===== config.mk =====
export PLATFORM = sky130hd
export DESIGN_NAME = cis_readout_seq
export DESIGN_NICKNAME = d
export VERILOG_FILES = /design/src/rtl/cis_seq_pkg.sv /design/src/rtl/seq_edge_capture.sv /design/src/rtl/seq_pre_timer.sv /design/src/rtl/seq_pair_stepper.sv /design/src/rtl/cis_readout_seq.sv
export SDC_FILE = /design/constraint.sdc
export NUM_CORES = 1
export LEC_CHECK = 0
export BUFFER_PORTS_ARGS = -buffer_cell sky130_fd_sc_hd__buf_2
export CORE_MARGIN = 2
export CORE_UTILIZATION = 47
export DETAILED_ROUTE_END_ITERATION = 10
export PLACE_DENSITY = 0.71
export SLEW_MARGIN = 10
export SYNTH_ARGS = -nofsm -noshare
export SYNTH_HDL_FRONTEND = slang
export SYNTH_HIERARCHICAL = 1
export SYNTH_SLANG_ARGS = --single-unit

===== constraint.sdc =====
create_clock -name clk -period 1.35 [get_ports clk]
set_input_delay 0.2025 -clock clk [delete_from_list [all_inputs] [get_ports clk]]
set_output_delay 0.2025 -clock clk [all_outputs]
set_load 0.005 [all_outputs]

===== src/rtl/cis_seq_pkg.sv =====
package cis_seq_pkg;

  // Sequencer states: idle, armed (waiting on chain input), preprocessing,
  // stepping pixel pairs, end-of-scan pulse.
  typedef enum logic [2:0] {
    ST_IDLE   = 3'd0,
    ST_ARMED  = 3'd1,
    ST_PRE    = 3'd2,
    ST_ACTIVE = 3'd3,
    ST_END    = 3'd4
  } seq_state_e;

  // Two pixel slots per scan clock.
  function automatic int unsigned pair_count(int unsigned n_pix);
    return n_pix / 2;
  endfunction

  // Even slot index carried by pair number k.
  function automatic int unsigned pair_to_slot(int unsigned k);
    return k * 2;
  endfunction

  // Falling-edge number (token edge = 0) after which the first pair shows.
  function automatic int unsigned first_pair_edge(int unsigned pre_cycles,
                                                  logic with_pre);
    return with_pre ? pre_cycles : 0;
  endfunction

endpackage


===== src/rtl/seq_edge_capture.sv =====
// One-shot start guard: a level held over several falling edges yields a
// single token, on the first edge at which it is seen high.
module seq_edge_capture (
  input  logic clk,
  input  logic rst_n,
  input  logic level_i,
  output logic token_o
);

  logic seen_q;

  always_ff @(negedge clk or negedge rst_n) begin
    if (!rst_n) seen_q <= 1'b0;
    else        seen_q <= level_i;
  end

  assign token_o = level_i & ~seen_q;

endmodule


===== src/rtl/seq_pre_timer.sv =====
// Counts the preprocessing clocks while run_i is high.
module seq_pre_timer #(
  parameter int PRE_CYCLES = 55,
  parameter int PRE_W      = $clog2(PRE_CYCLES)
) (
  input  logic             clk,
  input  logic             rst_n,
  input  logic             run_i,
  output logic             done_o,
  output logic [PRE_W-1:0] count_o
);

  localparam logic [PRE_W-1:0] LAST = PRE_W'(PRE_CYCLES - 1);

  logic [PRE_W-1:0] cnt_q;

  always_ff @(negedge clk or negedge rst_n) begin
    if (!rst_n)      cnt_q <= '0;
    else if (!run_i) cnt_q <= '0;
    else if (!done_o) cnt_q <= cnt_q + 1'b1;
  end

  assign done_o  = run_i && (cnt_q == LAST);
  assign count_o = cnt_q;

endmodule


===== src/rtl/seq_pair_stepper.sv =====
// Steps pixel pairs, one per scan clock, while run_i is high.
module seq_pair_stepper
  import cis_seq_pkg::*;
#(
  parameter int NUM_PIXELS = 64,
  parameter int IDX_W      = $clog2(NUM_PIXELS)
) (
  input  logic             clk,
  input  logic             rst_n,
  input  logic             run_i,
  output logic             last_o,
  output logic [IDX_W-1:0] index_o
);

  localparam int PAIRS  = int'(pair_count(NUM_PIXELS));
  localparam int PAIR_W = (PAIRS > 1) ? $clog2(PAIRS) : 1;

  logic [PAIR_W-1:0] pair_q;

  always_ff @(negedge clk or negedge rst_n) begin
    if (!rst_n)               pair_q <= '0;
    else if (!run_i || last_o) pair_q <= '0;
    else                       pair_q <= pair_q + 1'b1;
  end

  assign last_o  = run_i && (pair_q == PAIR_W'(PAIRS - 1));
  assign index_o = run_i ? IDX_W'(pair_to_slot(int'(pair_q))) : '0;

endmodule


===== src/rtl/cis_readout_seq.sv =====
module cis_readout_seq
  import cis_seq_pkg::*;
#(
  parameter int NUM_PIXELS = 64,
  parameter int PRE_CYCLES = 55
) (
  input  logic                          clk,
  input  logic                          rst_n,
  input  logic                          gstart,
  input  logic                          chain_in,
  input  logic                          first_die,
  output logic                          pix_valid,
  output logic [$clog2(NUM_PIXELS)-1:0] pix_index,
  output logic                          scan_end
);

  localparam int IDX_W     = $clog2(NUM_PIXELS);
  localparam int PRE_W     = $clog2(PRE_CYCLES);
  localparam int LAST_SLOT = NUM_PIXELS - 2;

  // Named internal events for the assertions.
  logic             gs_tok;
  logic             ch_tok;
  logic             pre_done;
  logic [PRE_W-1:0] pre_cnt;
  logic             last_pair;
  seq_state_e       state_q, state_d;

  // One-shot guards for both start inputs.
  logic [1:0] start_lv;
  logic [1:0] start_tok;
  assign start_lv = {chain_in, gstart};

  for (genvar g = 0; g < 2; g++) begin : g_guard
    seq_edge_capture u_guard (
      .clk     (clk),
      .rst_n   (rst_n),
      .level_i (start_lv[g]),
      .token_o (start_tok[g])
    );
  end

  assign gs_tok = start_tok[0];
  assign ch_tok = start_tok[1];

  seq_pre_timer #(.PRE_CYCLES(PRE_CYCLES), .PRE_W(PRE_W)) u_pre (
    .clk     (clk),
    .rst_n   (rst_n),
    .run_i   (state_q == ST_PRE),
    .done_o  (pre_done),
    .count_o (pre_cnt)
  );

  seq_pair_stepper #(.NUM_PIXELS(NUM_PIXELS), .IDX_W(IDX_W)) u_step (
    .clk     (clk),
    .rst_n   (rst_n),
    .run_i   (state_q == ST_ACTIVE),
    .last_o  (last_pair),
    .index_o (pix_index)
  );

  always_comb begin
    state_d = state_q;
    unique case (state_q)
      ST_IDLE:   if (gs_tok)    state_d = first_die ? ST_PRE : ST_ARMED;
      ST_ARMED:  if (ch_tok)    state_d = ST_ACTIVE;
      ST_PRE:    if (pre_done)  state_d = ST_ACTIVE;
      ST_ACTIVE: if (last_pair) state_d = ST_END;
      ST_END:                   state_d = ST_IDLE;
      default:                  state_d = ST_IDLE;
    endcase
  end

  always_ff @(negedge clk or negedge rst_n) begin
    if (!rst_n) state_q <= ST_IDLE;
    else        state_q <= state_d;
  end

  assign pix_valid = (state_q == ST_ACTIVE);
  assign scan_end  = (state_q == ST_END);

  // First die: the first pair follows a full preprocessing count.
  assert_pre_length_R3: assert property (@(negedge clk) disable iff (!rst_n)
    ($rose(pix_valid) && first_die) |-> ($past(pre_cnt) == PRE_W'(PRE_CYCLES - 1)));

  // Pair index steps by two slots per clock.
  assert_index_step_R4: assert property (@(negedge clk) disable iff (!rst_n)
    (pix_valid && $past(pix_valid)) |-> (pix_index == $past(pix_index) + IDX_W'(2)));

  // End pulse follows the last pair and lasts one clock.
  assert_end_after_last_R5: assert property (@(negedge clk) disable iff (!rst_n)
    scan_end |-> ($past(pix_valid) && ($past(pix_index) == IDX_W'(LAST_SLOT))));

  assert_end_single_R5: assert property (@(negedge clk) disable iff (!rst_n)
    scan_end |=> !scan_end);

  // Chained die starts only from the armed state.
  assert_chain_start_R6: assert property (@(negedge clk) disable iff (!rst_n)
    ($rose(pix_valid) && !first_die) |-> ($past(state_q) == ST_ARMED));

  // Every scan starts at slot zero.
  assert_first_index_R10: assert property (@(negedge clk) disable iff (!rst_n)
    $rose(pix_valid) |-> (pix_index == '0));

endmodule


==> out/qor.txt, run 1 <==
Max VDD drop - 1460 uV
Pint - 1.38 mW
IO Pins - 13
via count - 652
WP buf/inv - 1
max capacitance violation total - 0
Sink Count - 16
#FFs+latches synth - 16
critical path peak fanout - 6
final hold slack - 373 ps
critical path startpoint - state_q[2]
Area Growth Syn to Fin - 39.7%
global route overflow - 0
CTS Buffer Depth - 2
Synth Flop Type - dfrtn_1
Worst Path Arrival - 1910 ps
row count - 15
yosys warns - 6
Worst R2R Path Depth - 7
root buffer cell - clkbuf_4
Final Max Tran Viols - 0
Chip Width - 46.7 um
DRT Wirelength - 1610 um
RSZ-0062 raised after global routing - yes
Initial DRT Pass Iterations - 3
status - finished with violations
Leak - 0.570 nW
CTS tree - built
Clock Power Share - 15.8%
total global-route track usage - 18.1%
layout cells sized above 1 - 48.1%
number of flops mapped to enable cells by yosys - 0
Crit Reg-Reg Endpoint - state_q[1]
Via-to-Cell Ratio - 4.90
distinct cell type count after synthesis - 30
initial antenna violation count - 0
Synth Cell Area - 858 sq um
Clk pin slew, worst setup/hold paths - 70 ps
die area - 2180 sq um
Top delay family on crit path - flip-flops
Sw Share - 31.1%
post-synthesis net count - 87
max incr delay on CP - 440 ps
Die Ht - 46.7 um
Remaining DRCs - 0
antenna viol nets, final - 0
htree depth - 1
Sequential Power Share - 33.0%
Comb pwr share - 51.2%
R2R Path Start - u_step/pair_q[0]
Syn Area/Cell - 11.0 sq um
Crit Path Category - reg -> out
Setup WS post-layout - -764 ps
core area - 1730 sq um
Pwr per Cell Area - 1670 nW/um^2
vias in the first global route - 651
1st-iter DRT viols - 1
Initial Util - 49.7%
commonest non-fill, non-tap cell in the layout - dfrtn_1
sw power - 0.622 mW
Antenna diodes - 0
Setup WS pre-CTS - -492 ps
slowest cell on the critical path - dfrtn_1
R2R setup slack - -120 ps
first-pass GRT wire length - 2710 um
IO Port Bufs - 11
clk_skew - 3.26 ps
final-layout fill cell count - 131
asr flop ratio synth - 100%
Num CTS Buffers - 3
final setup vio count - 11
failing checks - negative setup slack
final hold violations - 0
DP HPWL - 1090 um
worst min path class - in -> async
GP Congestion - 0.743
post-synthesis sequential area ratio - 46.6%
cells along the critical path - and3b_2, and2_4, buf_6
Routed WL per cell - 12.1 um
Reg area - 400 sq um
Multi-input gate area - 505 sq um
Synth Instances - 78
Critical Path End Type - primary output
crit start category - register
WP data required - 1150 ps
Worst-Skew Late Latency - 290 ps
largest net degree at the start of global routing - 17
most frequent cells in the layout - 16 x dfrtn_1, 14 x buf_4, 7 x and2_4, 7 x buf_6, 6 x buf_2
post-layout net count - 118
==> cell usage after synthesis, types with 2 or more instances <==
| cell | n | area [sq um] |
|---|---|---|
| nand2b_1 | 2 | 12.5 |
| dfrtn_1 | 16 | 400 |
| nand3_1 | 3 | 15.0 |
| or3b_1 | 2 | 17.5 |
| nor2_1 | 4 | 15.0 |
| and2_1 | 2 | 12.5 |
| nor3b_1 | 2 | 15.0 |
| ha_1 | 4 | 50.1 |
| nand3b_1 | 2 | 15.0 |
| a21oi_1 | 3 | 15.0 |
| and2_2 | 7 | 52.6 |
| mux2i_1 | 4 | 40.0 |
| and3_1 | 2 | 12.5 |
| nor2b_4 | 2 | 27.5 |
| nand2_1 | 5 | 18.8 |
| inv_1 | 3 | 11.3 |
| xnor2_1 | 2 | 17.5 |
==> through the flow <==
stage	cells	cell area, sq um	util, %	setup TNS (ps)	total power, mW
floorplan	78	863	-	-2560	1.07
global placement	125	1030	59.9	-3280	1.38
detailed placement	125	1030	59.9	-3640	1.41
CTS	132	1180	68.1	-5510	2.00
global route	133	1200	69.4	-6300	2.16
finish	133	1200	69.4	-5440	2.00
==> state kept, by name, indices dropped and copies added, names as in the netlist <==
signal and count:
g_guard.u_guard/seen_q 2, state_q 3, u_pre/count_o 6, u_step/pair_q 5
==> worst max-delay path by stage <==
stage / end / slack, ps / depth (start not counted)
3_3_place_gp: pix_index[3] / -470 / 3
4_1_cts: pix_index[1] / -770 / 3
2_1_floorplan: pix_index[1] / -400 / 2
6_report: pix_index[2] / -760 / 3
3_5_place_dp: pix_index[4] / -490 / 3
5_1_grt: pix_index[3] / -820 / 3
==> logic make-up (layout without fill, tap and decap cells) <==
family,Yosys count,after routing,share of synthesized area (%)
AND/OR/NAND/NOR,38,39,31.3
flip-flops,16,16,46.6
AO/OA/AOI/OAI,7,7,5.25
buffers and inverters,5,34,2.77
adder cells (fa/ha/maj),4,4,5.83
multiplexers,4,4,4.66
XOR/XNOR,3,3,3.06
other,1,1,0.437
==> power groups by stage <==
stage / clock network [mW] / registers (mW) / logic, mW
floorplan: 0 / 0.672 / 0.400
global placement: 0 / 0.653 / 0.723
detailed placement: 0 / 0.657 / 0.749
CTS: 0.333 / 0.661 / 1.01
global route: 0.348 / 0.675 / 1.13
finish: 0.315 / 0.660 / 1.02
==> area by class of cell <==
cell class	instances	area share, %
repair buffers	27	17.8
multi-input cells	58	42.2
flip-flops and latches	16	33.4
clock buffers	4	3.03
well taps	25	2.61
inverters	3	0.939
==> layer usage <==
metal  part of all wire (%)  vias to the layer above  track usage, %
met5                      0                        -               0
met4                   0.62                        0            8.33
met3                    2.4                        2            3.46
met2                     49                        9            29.7
met1                     48                      316            23.4
li1                       -                      325               -
==> repair_timing <==
item | CTS | global route
setup buffers | 2 | 1
pin swaps | 6 | 1
hold buffers | 0 | 0
cloned | 1 | 0
gates resized for setup | 17 | 4
endpoints found under the setup margin | 15 | 20
No activity file was read; power rests on OpenSTA's default activity.
==> run 2: changes to the inputs <==
--- a/config.mk
+++ b/config.mk
@@ -9,7 +9,7 @@
 export CORE_MARGIN = 2
 export CORE_UTILIZATION = 47
 export DETAILED_ROUTE_END_ITERATION = 10
-export PLACE_DENSITY = 0.71
+export PLACE_DENSITY_LB_ADDON = 0.2
 export SLEW_MARGIN = 10
 export SYNTH_ARGS = -nofsm -noshare
 export SYNTH_HDL_FRONTEND = slang
==> run 2 against run 1 <==
The flow still finishes with violations (negative setup slack). Highest routed layer unchanged. Cell count grew 3.0%. Global-route usage increased by 2.1 points. Register-to-register slack got worse by 90 ps. Worst hold slack worse by 3.6 ps. Sequential power hardly changed. Count of clock-buffer cells in the layout unchanged. Combinational power increased by 23%. Via count is 4.3% higher. First-iteration DRC count increased to 12 times the previous value. Die area is the same. Clock power up 5%. Utilization is 4.1 points higher.
==> out/qor.txt, run 2 (same netlist as run 1, synthesis figures left out) <==
core area - 1730 sq um
antenna viol nets, final - 0
first-pass GRT wire length - 2970 um
Num CTS Buffers - 3
max FFs per register - 6
IO Pins - 13
critical path startpoint - state_q[2]
worst min path class - in -> async
Leak - 0.585 nW
Area Growth Syn to Fin - 48.0%
Worst-Skew Late Latency - 290 ps
1st-iter DRT viols - 12
final setup vio count - 15
Crit. path cell count - 3
slowest cell on the critical path - dfrtn_1
post-layout net count - 122
DP HPWL - 1160 um
DRT Wirelength - 1930 um
global route overflow - 0
htree depth - 1
Initial Util - 49.7%
Critical Path End Type - primary output
Chip Width - 46.7 um
WP buf/inv - 1
via count - 680
Final Max Tran Viols - 0
commonest non-fill, non-tap cell in the layout - buf_4
CTS tree - built
failing checks - negative setup slack
CTS Buffer Depth - 2
Top delay family on crit path - flip-flops
Worst setup endpoint - pix_index[1]
Worst R2R Path Depth - 7
Routed WL per cell - 14.1 um
clk_skew - 0.969 ps
WP data required - 1150 ps
Crit Path Category - reg -> out
final hold violations - 0
R2R Path Start - u_step/pair_q[0]
Die Ht - 46.7 um
IO Port Bufs - 11
Antenna diodes - 0
Sink Count - 16
root buffer cell - clkbuf_4
total global-route track usage - 20.2%
largest net degree at the start of global routing - 17
RSZ-0062 raised after global routing - yes
Via-to-Cell Ratio - 4.96
initial antenna violation count - 0
crit start category - register
Worst Path Arrival - 1880 ps
R2R setup slack - -210 ps
row count - 15
Remaining DRCs - 0
die area - 2180 sq um
max capacitance violation total - 0
cells along the critical path - and3b_2, and2_4, buf_6
Pwr per Cell Area - 1760 nW/um^2
GP Congestion - 0.725
final core utilization - 73.6%
most frequent cells in the layout - 17 x buf_4, 16 x dfrtn_1, 9 x buf_6, 7 x and2_4, 6 x buf_2
Initial DRT Pass Iterations - 4
Max VDD drop - 1640 uV
Crit Reg-Reg Endpoint - u_step/pair_q[3]
final-layout fill cell count - 117
Pwr Total - 2.23 mW
vias in the first global route - 653
final hold slack - 369 ps
critical path peak fanout - 7
Setup WS post-layout - -734 ps
layout cells sized above 1 - 58.0%
Clk pin slew, worst setup/hold paths - 70 ps
max incr delay on CP - 400 ps
status - finished with violations
run 2: cell types whose count changed in the layout (fill, tap and decap cells not counted), moves of 2 or more:
cell / delta
ha_1: -2
buf_4: +3
buf_6: +2
nor2_1: -4
nor2_2: +4
run 2: how the worst min path moves through the flow:
stage / endpoint / cells past startpoint / start / slack (ps)
after CTS: g_guard[1].u_guard/seen_q / 1 / rst_n / 390
after global placement: u_step/pair_q[0] / 1 / u_step/pair_q[0] / 410
after detailed placement: u_step/pair_q[0] / 1 / u_step/pair_q[0] / 430
final: state_q[0] / 1 / rst_n / 370
after floorplan: u_step/pair_q[0] / 1 / u_step/pair_q[0] / 380
after global routing: g_guard[1].u_guard/seen_q / 1 / rst_n / 390
run 2: timing repair:
action / 4_1_cts / 5_1_grt
cloned: 0 / 0
gates resized for setup: 21 / 13
pin swaps: 6 / 4
setup endpoints to repair: 15 / 18
hold buffers: 0 / 0
setup buffers: 2 / 7
run 2: layout make-up:
type                    count  area (sq um)  area share [%]
flip-flops and latches     16           400            31.5
multi-input cells          57           532            41.9
inverters                   3          11.3           0.887
repair buffers             32           259            20.4
well taps                  25          31.3            2.46
clock buffers               4          36.3            2.86
run 2: power by group:
| part | internal (mW) | switching [mW] |
|---|---|---|
| registers | 0.592 | 0.0664 |
| logic | 0.724 | 0.522 |
| clock network | 0.164 | 0.166 |
run 2: metrics by stage:
stage	TNS (ps)	setup slack [ps]	instances	cell area, sq um
4_1_cts	-6260	-732	132	1190
6_report	-5630	-734	137	1270
2_1_floorplan	-2560	-403	78	863
5_1_grt	-6540	-800	137	1270
3_3_place_gp	-3570	-443	126	1040
3_5_place_dp	-3900	-463	126	1040
run 2: per-layer routing:
metal  share of wire (%)  track usage (%)  routed length [um]  vias to the layer above
met5                   0                0                   0                        -
met4                 2.2             8.89                  43                        0
met3                 4.3             5.00                  82                        6
met2                  47             32.5                 906                       13
met1                  46             26.1                 895                      335
li1                    -                -                   -                      326
